$ cat src/rtl/pair_gen_pkg.sv
package pair_gen_pkg;
  typedef enum logic {PH_IDLE = 1'b0, PH_RUN = 1'b1} pass_phase_e;
endpackage

$ cat src/rtl/pair_pass_ctrl.sv
module pair_pass_ctrl
  import pair_gen_pkg::*;
#(
  parameter int PASS_CYC = 64,
  localparam int IDX_W = $clog2(PASS_CYC)
) (
  input  logic             clk,
  input  logic             rst,
  input  logic             start_i,
  output logic             load_o,
  output logic             adv_o,
  output logic [IDX_W-1:0] idx_o,
  output logic             valid_o,
  output logic             done_o
);
  localparam logic [IDX_W-1:0] LAST = IDX_W'(PASS_CYC - 1);

  pass_phase_e      phase_q;
  logic [IDX_W-1:0] cnt_q;
  logic             last_c;

  assign load_o = (phase_q == PH_IDLE) && start_i;
  assign adv_o  = (phase_q == PH_RUN);
  assign last_c = (cnt_q == LAST);

  always_ff @(posedge clk) begin
    if (rst) begin
      phase_q <= PH_IDLE;
      cnt_q   <= '0;
      idx_o   <= '0;
      valid_o <= 1'b0;
      done_o  <= 1'b0;
    end else begin
      valid_o <= adv_o;
      done_o  <= adv_o && last_c;
      if (adv_o) idx_o <= cnt_q;
      if (load_o) begin
        phase_q <= PH_RUN;
        cnt_q   <= '0;
      end else if (adv_o) begin
        cnt_q <= cnt_q + 1'b1;
        if (last_c) phase_q <= PH_IDLE;
      end
    end
  end


  done_only_last_chk: assert property (@(posedge clk) disable iff (rst)
    done_o |-> (valid_o && idx_o == LAST));


  idx_step_chk: assert property (@(posedge clk) disable iff (rst)
    (valid_o && !done_o) |=> (valid_o && idx_o == $past(idx_o) + 1'b1));


  valid_first_idx_chk: assert property (@(posedge clk) disable iff (rst)
    $rose(valid_o) |-> (idx_o == '0));


  run_holds_chk: assert property (@(posedge clk) disable iff (rst)
    (adv_o && !last_c) |=> adv_o);
endmodule

$ cat src/rtl/pair_rot_regs.sv
module pair_rot_regs #(
  parameter int W = 128
) (
  input  logic         clk,
  input  logic         rst,
  input  logic         load_i,
  input  logic         adv_i,
  input  logic [W-1:0] state_i,
  output logic [W-1:0] fix_o,
  output logic [W-1:0] rot_o
);
  logic [W-1:0] load_rot_c;
  logic [W-1:0] step_rot_c;

  // one-position turn toward the MSB, top bit wraps into bit 0
  assign load_rot_c = {state_i[W-2:0], state_i[W-1]};
  assign step_rot_c = {rot_o[W-2:0], rot_o[W-1]};

  always_ff @(posedge clk) begin
    if (rst) begin
      fix_o <= '0;
      rot_o <= '0;
    end else if (load_i) begin
      fix_o <= state_i;
      rot_o <= load_rot_c;
    end else if (adv_i) begin
      rot_o <= step_rot_c;
    end
  end


  fix_hold_chk: assert property (@(posedge clk) disable iff (rst)
    !$past(load_i) |-> $stable(fix_o));


  rot_weight_chk: assert property (@(posedge clk) disable iff (rst)
    !$past(load_i) |-> ($countones(rot_o) == $countones(fix_o)));
endmodule

$ cat src/rtl/pair_and_stage.sv
module pair_and_stage #(
  parameter int W     = 128,
  parameter int SLICE = 32,
  localparam int NSL  = (W + SLICE - 1) / SLICE
) (
  input  logic         clk,
  input  logic         rst,
  input  logic         en_i,
  input  logic [W-1:0] a_i,
  input  logic [W-1:0] b_i,
  output logic [W-1:0] prod_o
);
  for (genvar s = 0; s < NSL; s++) begin : g_slice
    localparam int LO = s * SLICE;
    localparam int HI = ((s + 1) * SLICE > W) ? W - 1 : (s + 1) * SLICE - 1;
    always_ff @(posedge clk) begin
      if (rst) prod_o[HI:LO] <= '0;
      else if (en_i) prod_o[HI:LO] <= a_i[HI:LO] & b_i[HI:LO];
    end
  end
endmodule

$ cat src/rtl/pair_product_gen.sv
module pair_product_gen #(
  parameter int W = 128,
  localparam int PASS_CYC = W / 2,
  localparam int IDX_W = $clog2(PASS_CYC)
) (
  input  logic             clk,
  input  logic             rst,
  input  logic             start_i,
  input  logic [W-1:0]     state_i,
  output logic [W-1:0]     prod_o,
  output logic [IDX_W-1:0] idx_o,
  output logic             valid_o,
  output logic             done_o
);
  logic         load_c;
  logic         adv_c;
  logic [W-1:0] fix_q;
  logic [W-1:0] rot_q;

  pair_pass_ctrl #(.PASS_CYC(PASS_CYC)) u_ctrl (
    .clk(clk), .rst(rst), .start_i(start_i),
    .load_o(load_c), .adv_o(adv_c),
    .idx_o(idx_o), .valid_o(valid_o), .done_o(done_o)
  );

  pair_rot_regs #(.W(W)) u_regs (
    .clk(clk), .rst(rst), .load_i(load_c), .adv_i(adv_c),
    .state_i(state_i), .fix_o(fix_q), .rot_o(rot_q)
  );

  pair_and_stage #(.W(W)) u_and (
    .clk(clk), .rst(rst), .en_i(adv_c),
    .a_i(fix_q), .b_i(rot_q), .prod_o(prod_o)
  );


  last_halves_chk: assert property (@(posedge clk) disable iff (rst)
    done_o |-> (prod_o[W-1:W/2] == prod_o[W/2-1:0]));


  idle_quiet_chk: assert property (@(posedge clk) disable iff (rst)
    !valid_o |-> !done_o);
endmodule

$ cat config.mk
export PLATFORM = sky130hd
export DESIGN_NAME = pair_product_gen
export DESIGN_NICKNAME = d
export VERILOG_FILES = /design/src/rtl/pair_gen_pkg.sv /design/src/rtl/pair_pass_ctrl.sv /design/src/rtl/pair_rot_regs.sv /design/src/rtl/pair_and_stage.sv /design/src/rtl/pair_product_gen.sv
export SDC_FILE = /design/constraint.sdc
export NUM_CORES = 1
export LEC_CHECK = 0
export ABC_AREA = 1
export BUFFER_PORTS_ARGS = -buffer_cell sky130_fd_sc_hd__clkbuf_2
export CAP_MARGIN = 20
export CORE_MARGIN = 2
export CORE_UTILIZATION = 40
export CTS_CLUSTER_SIZE = 30
export DETAILED_ROUTE_END_ITERATION = 12
export PLACE_DENSITY = 0.59
export SKIP_CTS_REPAIR_TIMING = 1
export SLEW_MARGIN = 20
export SYNTH_ARGS = -nofsm -noshare
export SYNTH_HDL_FRONTEND = slang
export SYNTH_SLANG_ARGS = --single-unit
export TNS_END_PERCENT = 5
$ cat constraint.sdc
create_clock -name clk -period 1.9 [get_ports clk]
set_clock_uncertainty 0.15 [all_clocks]
set_input_delay 0.19 -clock clk [delete_from_list [all_inputs] [get_ports clk]]
set_output_delay 0.19 -clock clk [all_outputs]
set_load 0.05 [all_outputs]
==> impl_results.md, run 1 <==
- Outcome: completed
- Post-Syn Instances: 1992
- Peak supply drop: 0.000592 V
- Setup crit start kind: flop
- Fmax: 612 MHz
- FP Rows: 70
- Post-synth cell types: 18
- Slew margin rel.: 58.6%
- DR DRC count: 0
- DP Cell Count: 2617
- Non-filler cells, final: 2824
- Synth Area in Simple Gates: 29.1%
- CTS tree: done
- Global Route Usage Sum: 20.1%
- CORE AREA: 36400 um^2
- Register area share after synthesis: 54.2%
- Setup TNS Final: 0 ns
- Req. time, crit path: 2.22 ns
- Final setup viols: 0
- Starting Density: 40.4%
- Root buffer cell: clkbuf_16
- Detailed Route Iter0 Violations: 722
- DPL Wire Length: 23.6 mm
- Worst hold path startpoint: start_i
- Largest area contributor in the netlist: dfxtp_1
- Hold Vio Cnt, Final: 0
- DIE AREA: 38400 um^2
- H-tree depth: 2
- Hold EP: u_regs.rot_o[31]$_SDFFE_PP0P_
- R2R setup slack: 0.27 ns
- Grt ovf: 0
- Clock sinks: 399
- Syn Std Cell Area: 14700 um^2
- Final WL: 39.9 mm
- Least-Margin Pin Slew: 0.621 ns
- DR vias: 13600
- Synth area leaders: dfxtp_1, nand2_1, nand3_1
- Final min period: 1.63 ns
- Synth top area share: 54.2%
- Maxcap violations: 0
- Avg WL per Cell: 14.1 um
- IO buf count: 266
- Clk buf depth: 3
- Hold WC Path Type: in2reg
- Syn Area/Cell: 7.40 um^2
- Final nets: 2454
- Worst Setup End Kind: flop
- Fill cells: 3532
- RSZ-0062 raised after global routing: false
- #FFs+latches synth: 399
- Die Wd: 196 um
- Commonest non-fill, non-tap cells in the layout: nand2_1, dfxtp_1, clkbuf_2
- Placer Congestion: 0.758
- Post-DRT Antenna Nets: 0
- Net Count, Synth: 2124
- Clock latency at the later pin of the worst-skew pair: 0.55 ns
- TritonRoute pass-1 iters: 5
- Vias in the first global route: 12400
- Layout area overhead: 30.1%
- Num CTS Buffers: 42
- R2r endpoint: u_and.prod_o[92]$_SDFFE_PP0P_
- Layout cells sized above 1: 15.2%
- First-pass GRT wire length: 63.4 mm
- Final period util: 86.0%
- LEAKAGE: 8.81 nW
- Largest net degree at the start of global routing: 112
- Worst hold stages: 7
- Mux contribution to synthesized area: 0%
- Critical path class: reg2reg
- Power Density: 1000 nW/um^2
- Worst EP arrival: 1.95 ns
- Crit Path Max Fanout: 57
- Fin. max-slew vios: 0
- Die height: 196 um
- Ys Warns: 0
- Combinational family with the most area after synthesis: simple AND/OR/NAND/NOR gates
- R2R depth: 3
- Vias per inst: 4.80
- IO Pins: 267
- Initial antenna violation count: 2
- Adder-cell area share of the yosys netlist: 0.0849%
- Worst-path clk slew: 0.06 ns
- Most common cell after layout, fill and taps aside: nand2_1
- Xor/xnor share of the synthesized area: 0%
- Complex-gate fraction of the synthesized area: 9.24%
- R2R Path Start: u_ctrl.adv_o$_SDFF_PP0_
through the flow:
| stage | setup WS, ns | hold WS, ns | total power, mW | util (%) | instance area [um^2] |
|---|---|---|---|---|---|
| 2_1_floorplan | 0.541 | 0.201 | 10.0 | - | 14700 |
| 3_3_place_gp | 0.275 | 0.288 | 10.5 | 45.0 | 16400 |
| 3_5_place_dp | 0.259 | 0.294 | 10.6 | 45.0 | 16400 |
| 4_1_cts | 0.228 | -0.280 | 19.2 | 49.1 | 17900 |
| 5_1_grt | 0.105 | 0.225 | 19.9 | 52.6 | 19200 |
| 6_report | 0.265 | 0.183 | 19.2 | 52.6 | 19200 |
registers in the layout, indices dropped and copies added, names as in the netlist:
signal and count:
u_and.prod_o 128, u_ctrl.adv_o 1, u_ctrl.cnt_q 6, u_ctrl.done_o 1, u_ctrl.idx_o 6, u_ctrl.valid_o 1
u_regs.fix_o 128, u_regs.rot_o 128
worst max-delay path, stage by stage (launching register included):
cell	delay (ns)
dfxtp_4	0.47
buf_4	0.53
nand3_1	0.22
a21oi_1	0.17
final cells by class:
type / instances / area (um^2) / share of cell area [%]
Antenna cell: 2 / 5.00 / 0.0261
Clock buffer: 67 / 1320 / 6.88
Clock inverter: 9 / 145 / 0.757
Inverter: 136 / 515 / 2.69
Multi-Input combinational cell: 1328 / 5680 / 29.6
Sequential cell: 399 / 7990 / 41.7
Tap cell: 468 / 586 / 3.05
Timing Repair Buffer: 415 / 2930 / 15.3
cells in the mapped netlist (all sizes together):
master and number:
dfxtp 399, inv 135, nand2 780, clkinv 1, a21oi 138, nor2 17, buf 72, o21ai 134
clkbuf 57, nor3 1, ha 1, nand3 257
worst max-delay path by stage:
| stage | from | endpoint | slack (ns) | depth (start not counted) |
|---|---|---|---|---|
| global route | u_ctrl.adv_o$_SDFF_PP0_ | u_and.prod_o[24]$_SDFFE_PP0P_ | 0.10 | 3 |
| global placement | u_ctrl.adv_o$_SDFF_PP0_ | u_regs.rot_o[127]$_SDFFE_PP0P_ | 0.27 | 5 |
| finish | u_ctrl.adv_o$_SDFF_PP0_ | u_and.prod_o[92]$_SDFFE_PP0P_ | 0.27 | 3 |
| detailed placement | u_ctrl.adv_o$_SDFF_PP0_ | u_ctrl.cnt_q[4]$_SDFFE_PP0P_ | 0.26 | 5 |
| CTS | u_ctrl.adv_o$_SDFF_PP0_ | u_ctrl.cnt_q[4]$_SDFFE_PP0P_ | 0.23 | 5 |
| floorplan | u_ctrl.adv_o$_SDFF_PP0_ | u_regs.rot_o[54]$_SDFFE_PP0P_ | 0.54 | 8 |
routing by layer:
layer  wire (um)  track usage [%]  vias up
met1       19100             27.5     6247
met2       18300             32.7      274
li1            -                -     6979
met3        1720             3.58       57
met4         848             5.64        0
met5           0                0        -
power by group:
| group | switching [mW] | internal, mW |
|---|---|---|
| sequential | 0.232 | 8.73 |
| clock | 3.29 | 5.29 |
| combinational | 1.01 | 0.618 |
| total | 4.54 | 14.6 |
cells by family after synthesis:
| family | after synthesis |
|---|---|
| compound gates | 272 |
| fa+ha+maj | 1 |
| buf+inv | 265 |
| simple gates | 1055 |
| flops | 399 |
(Power assumes the default switching activity.)
==> run 2: changes to the inputs <==
- BUFFER_PORTS_ARGS: -buffer_cell sky130_fd_sc_hd__clkbuf_2 -> -buffer_cell sky130_fd_sc_hd__buf_2
==> impl_results.md, run 2 (synthesis results as in run 1) <==
- Tot Pwr: 18.7 mW (was 19.2 mW)
- Avg WL per Cell: 14.4 um (was 14.1 um)
- R2R depth: 5 (was 3)
- Global Route Usage Sum: 20.2% (was 20.1%)
- Layout cells sized above 1: 15.1% (was 15.2%)
- Starting Density: 40.4% (unchanged)
- DIE AREA: 38400 um^2 (unchanged)
- TritonRoute pass-1 iters: 5 (unchanged)
- Final worst slack: 0.188 ns (was 0.265 ns)
- Switch share: 24.2% (was 23.7%)
- Num CTS Buffers: 43 (was 42)
- H-tree depth: 2 (unchanged)
- Worst Setup SP: u_ctrl.adv_o$_SDFF_PP0_ (unchanged)
- Fmax: 584 MHz (was 612 MHz)
- Placed Area: 16400 um^2 (about the same)
- Root buffer cell: clkbuf_16 (unchanged)
- Least-Margin Pin Slew: 0.693 ns (was 0.621 ns)
- Vias per inst: 4.85 (was 4.80)
- Largest net degree at the start of global routing: 148 (was 112)
- CP peak stage delay: 0.55 ns (was 0.53 ns)
- Initial antenna violation count: 1 (was 2)
- Die Wd: 196 um (unchanged)
- Setup crit start kind: flop (unchanged)
- R2R setup slack: 0.19 ns (was 0.27 ns)
- Fill cells: 3566 (was 3532)
- IO buf count: 266 (unchanged)
- Final nets: 2456 (was 2454)
- CP Capture Point: u_regs.fix_o[44]$_SDFFE_PP0P_ (was u_and.prod_o[92]$_SDFFE_PP0P_)
- FP Rows: 70 (unchanged)
- R2R Path Start: u_ctrl.adv_o$_SDFF_PP0_ (unchanged)
- Peak supply drop: 0.000690 V (was 0.000592 V)
- Final setup viols: 0 (unchanged)
- Critical path class: reg2reg (unchanged)
- Clock share of power: 43.2% (was 44.8%)
- Detailed Route Iter0 Violations: 702 (was 722)
- Die height: 196 um (unchanged)
- Fin. max-slew vios: 0 (unchanged)
- Hold Vio Cnt, Final: 0 (unchanged)
- Int Pwr: 14.1 mW (was 14.6 mW)
- Vias in the first global route: 12200 (was 12400)
- Maxcap violations: 0 (unchanged)
- Seq pwr share: 48.1% (was 46.7%)
- Most common cell after layout, fill and taps aside: nand2_1 (unchanged)
- Worst-path clk slew: 0.06 ns (about the same)
- Clock latency at the later pin of the worst-skew pair: 0.54 ns (was 0.55 ns)
- Power Density: 977 nW/um^2 (was 1000 nW/um^2)
- DR DRC count: 0 (unchanged)
- Pre-CTS setup slack: 0.214 ns (was 0.259 ns)
- Req. time, crit path: 2.21 ns (was 2.22 ns)
- Layout area overhead: 29.5% (was 30.1%)
- Slew margin rel.: 53.8% (was 58.6%)
- RSZ-0062 raised after global routing: false (unchanged)
- First-pass GRT wire length: 63.4 mm (about the same)
- Comb pwr share: 8.8% (was 8.5%)
- Placer Congestion: 0.742 (was 0.758)
- Final min period: 1.71 ns (was 1.63 ns)
- Crit Path Max Fanout: 54 (was 57)
- Clock sinks: 399 (unchanged)
- Commonest non-fill, non-tap cells in the layout: nand2_1, dfxtp_1, buf_2 (was nand2_1, dfxtp_1, clkbuf_2)
- Setup TNS Final: 0 ns (unchanged)
- CORE AREA: 36400 um^2 (unchanged)
- Final period util: 90.1% (was 86.0%)
- Post-route cell area: 19100 um^2 (was 19200 um^2)
- Final WL: 40.6 mm (was 39.9 mm)
- Clk buf depth: 3 (unchanged)
- Worst-path cell chain: nor2_4, nor2_4, buf_4, nand2_1, o21ai_0 (was buf_4, nand3_1, a21oi_1)
- Worst Setup End Kind: flop (unchanged)
- DPL Wire Length: 24.4 mm (was 23.6 mm)
- DR vias: 13700 (was 13600)
- Biggest regs: u_and.prod_o x128, u_regs.fix_o x128, u_regs.rot_o x128 (unchanged)
- Hold WC Path Type: in2reg (unchanged)
- CP max-delay cell: buf_4 (unchanged)
- Outcome: completed (unchanged)
- LEAKAGE: 8.86 nW (was 8.81 nW)
- Worst hold path startpoint: start_i (unchanged)
- Worst EP arrival: 2.02 ns (was 1.95 ns)
- IO Pins: 267 (unchanged)
- CTS tree: done (unchanged)
- Most common cell on crit path: nor2_4
- Post-DRT Antenna Nets: 0 (unchanged)
- Switching pwr: 4.51 mW (was 4.54 mW)
- Grt ovf: 0 (unchanged)
- R2r endpoint: u_regs.fix_o[44]$_SDFFE_PP0P_ (was u_and.prod_o[92]$_SDFFE_PP0P_)
## run 2: cell count changes in the layout (fill, tap and decap cells not counted), sizes merged
cell / change
buf: +266
bufinv: -3
clkbuf: -267
diode: -1
## run 2: critical path, delay by kind of cell, from the launching register on
| family | cells | cell delay (ns) |
|---|---|---|
| AOI/OAI and AO/OA | 1 | 0.12 |
| and+or+nand+nor | 3 | 0.34 |
| DFF | 1 | 0.44 |
| buffers and inverters | 1 | 0.55 |
## run 2: how the worst min path moves through the flow
stage	to	slack, ns	cells after the start
CTS	u_regs.fix_o[64]$_SDFFE_PP0P_	-0.26	3
floorplan	u_regs.fix_o[95]$_SDFFE_PP0P_	0.20	2
finish	u_ctrl.adv_o$_SDFF_PP0_	0.11	6
global placement	u_regs.fix_o[118]$_SDFFE_PP0P_	0.29	2
detailed placement	u_regs.fix_o[87]$_SDFFE_PP0P_	0.30	2
global route	u_regs.fix_o[95]$_SDFFE_PP0P_	0.16	6
## run 2: power by group through the flow
stage               logic (mW)  clock network [mW]  registers (mW)
floorplan                0.888                   0            9.15
detailed placement        1.45                   0            9.14
finish                    1.64                8.05            8.96
global placement          1.43                   0            9.13
CTS                       1.45                8.26            8.96
global route              1.84                8.60            9.01
## run 2: area by class of cell
class	count	area (um^2)	area share, %
Multi-Input combinational cell	1328	5680	29.8
Tap cell	468	586	3.07
Inverter	136	515	2.70
Antenna cell	1	2.50	0.0131
Clock inverter	6	55.1	0.288
Sequential cell	399	7990	41.9
Clock buffer	65	1290	6.77
Timing Repair Buffer	416	2960	15.5
## run 2: routing by layer
metal | share of wire [%] | GRT usage [%] | vias to the layer above
met2 | 46 | 32.8 | 304
met4 | 1.8 | 5.72 | 0
met3 | 5.0 | 3.68 | 53
met5 | 0 | 0 | -
met1 | 47 | 27.6 | 6332
li1 | - | - | 6994
## run 2: metrics by stage
| stage | utilization (%) | cells | hold slack, ns |
|---|---|---|---|
| 2_1_floorplan | - | 1992 | 0.201 |
| 3_3_place_gp | 45.1 | 2618 | 0.287 |
| 3_5_place_dp | 45.1 | 2618 | 0.295 |
| 4_1_cts | 48.8 | 2689 | -0.261 |
| 5_1_grt | 52.4 | 2818 | 0.157 |
| 6_report | 52.4 | 2819 | 0.115 |
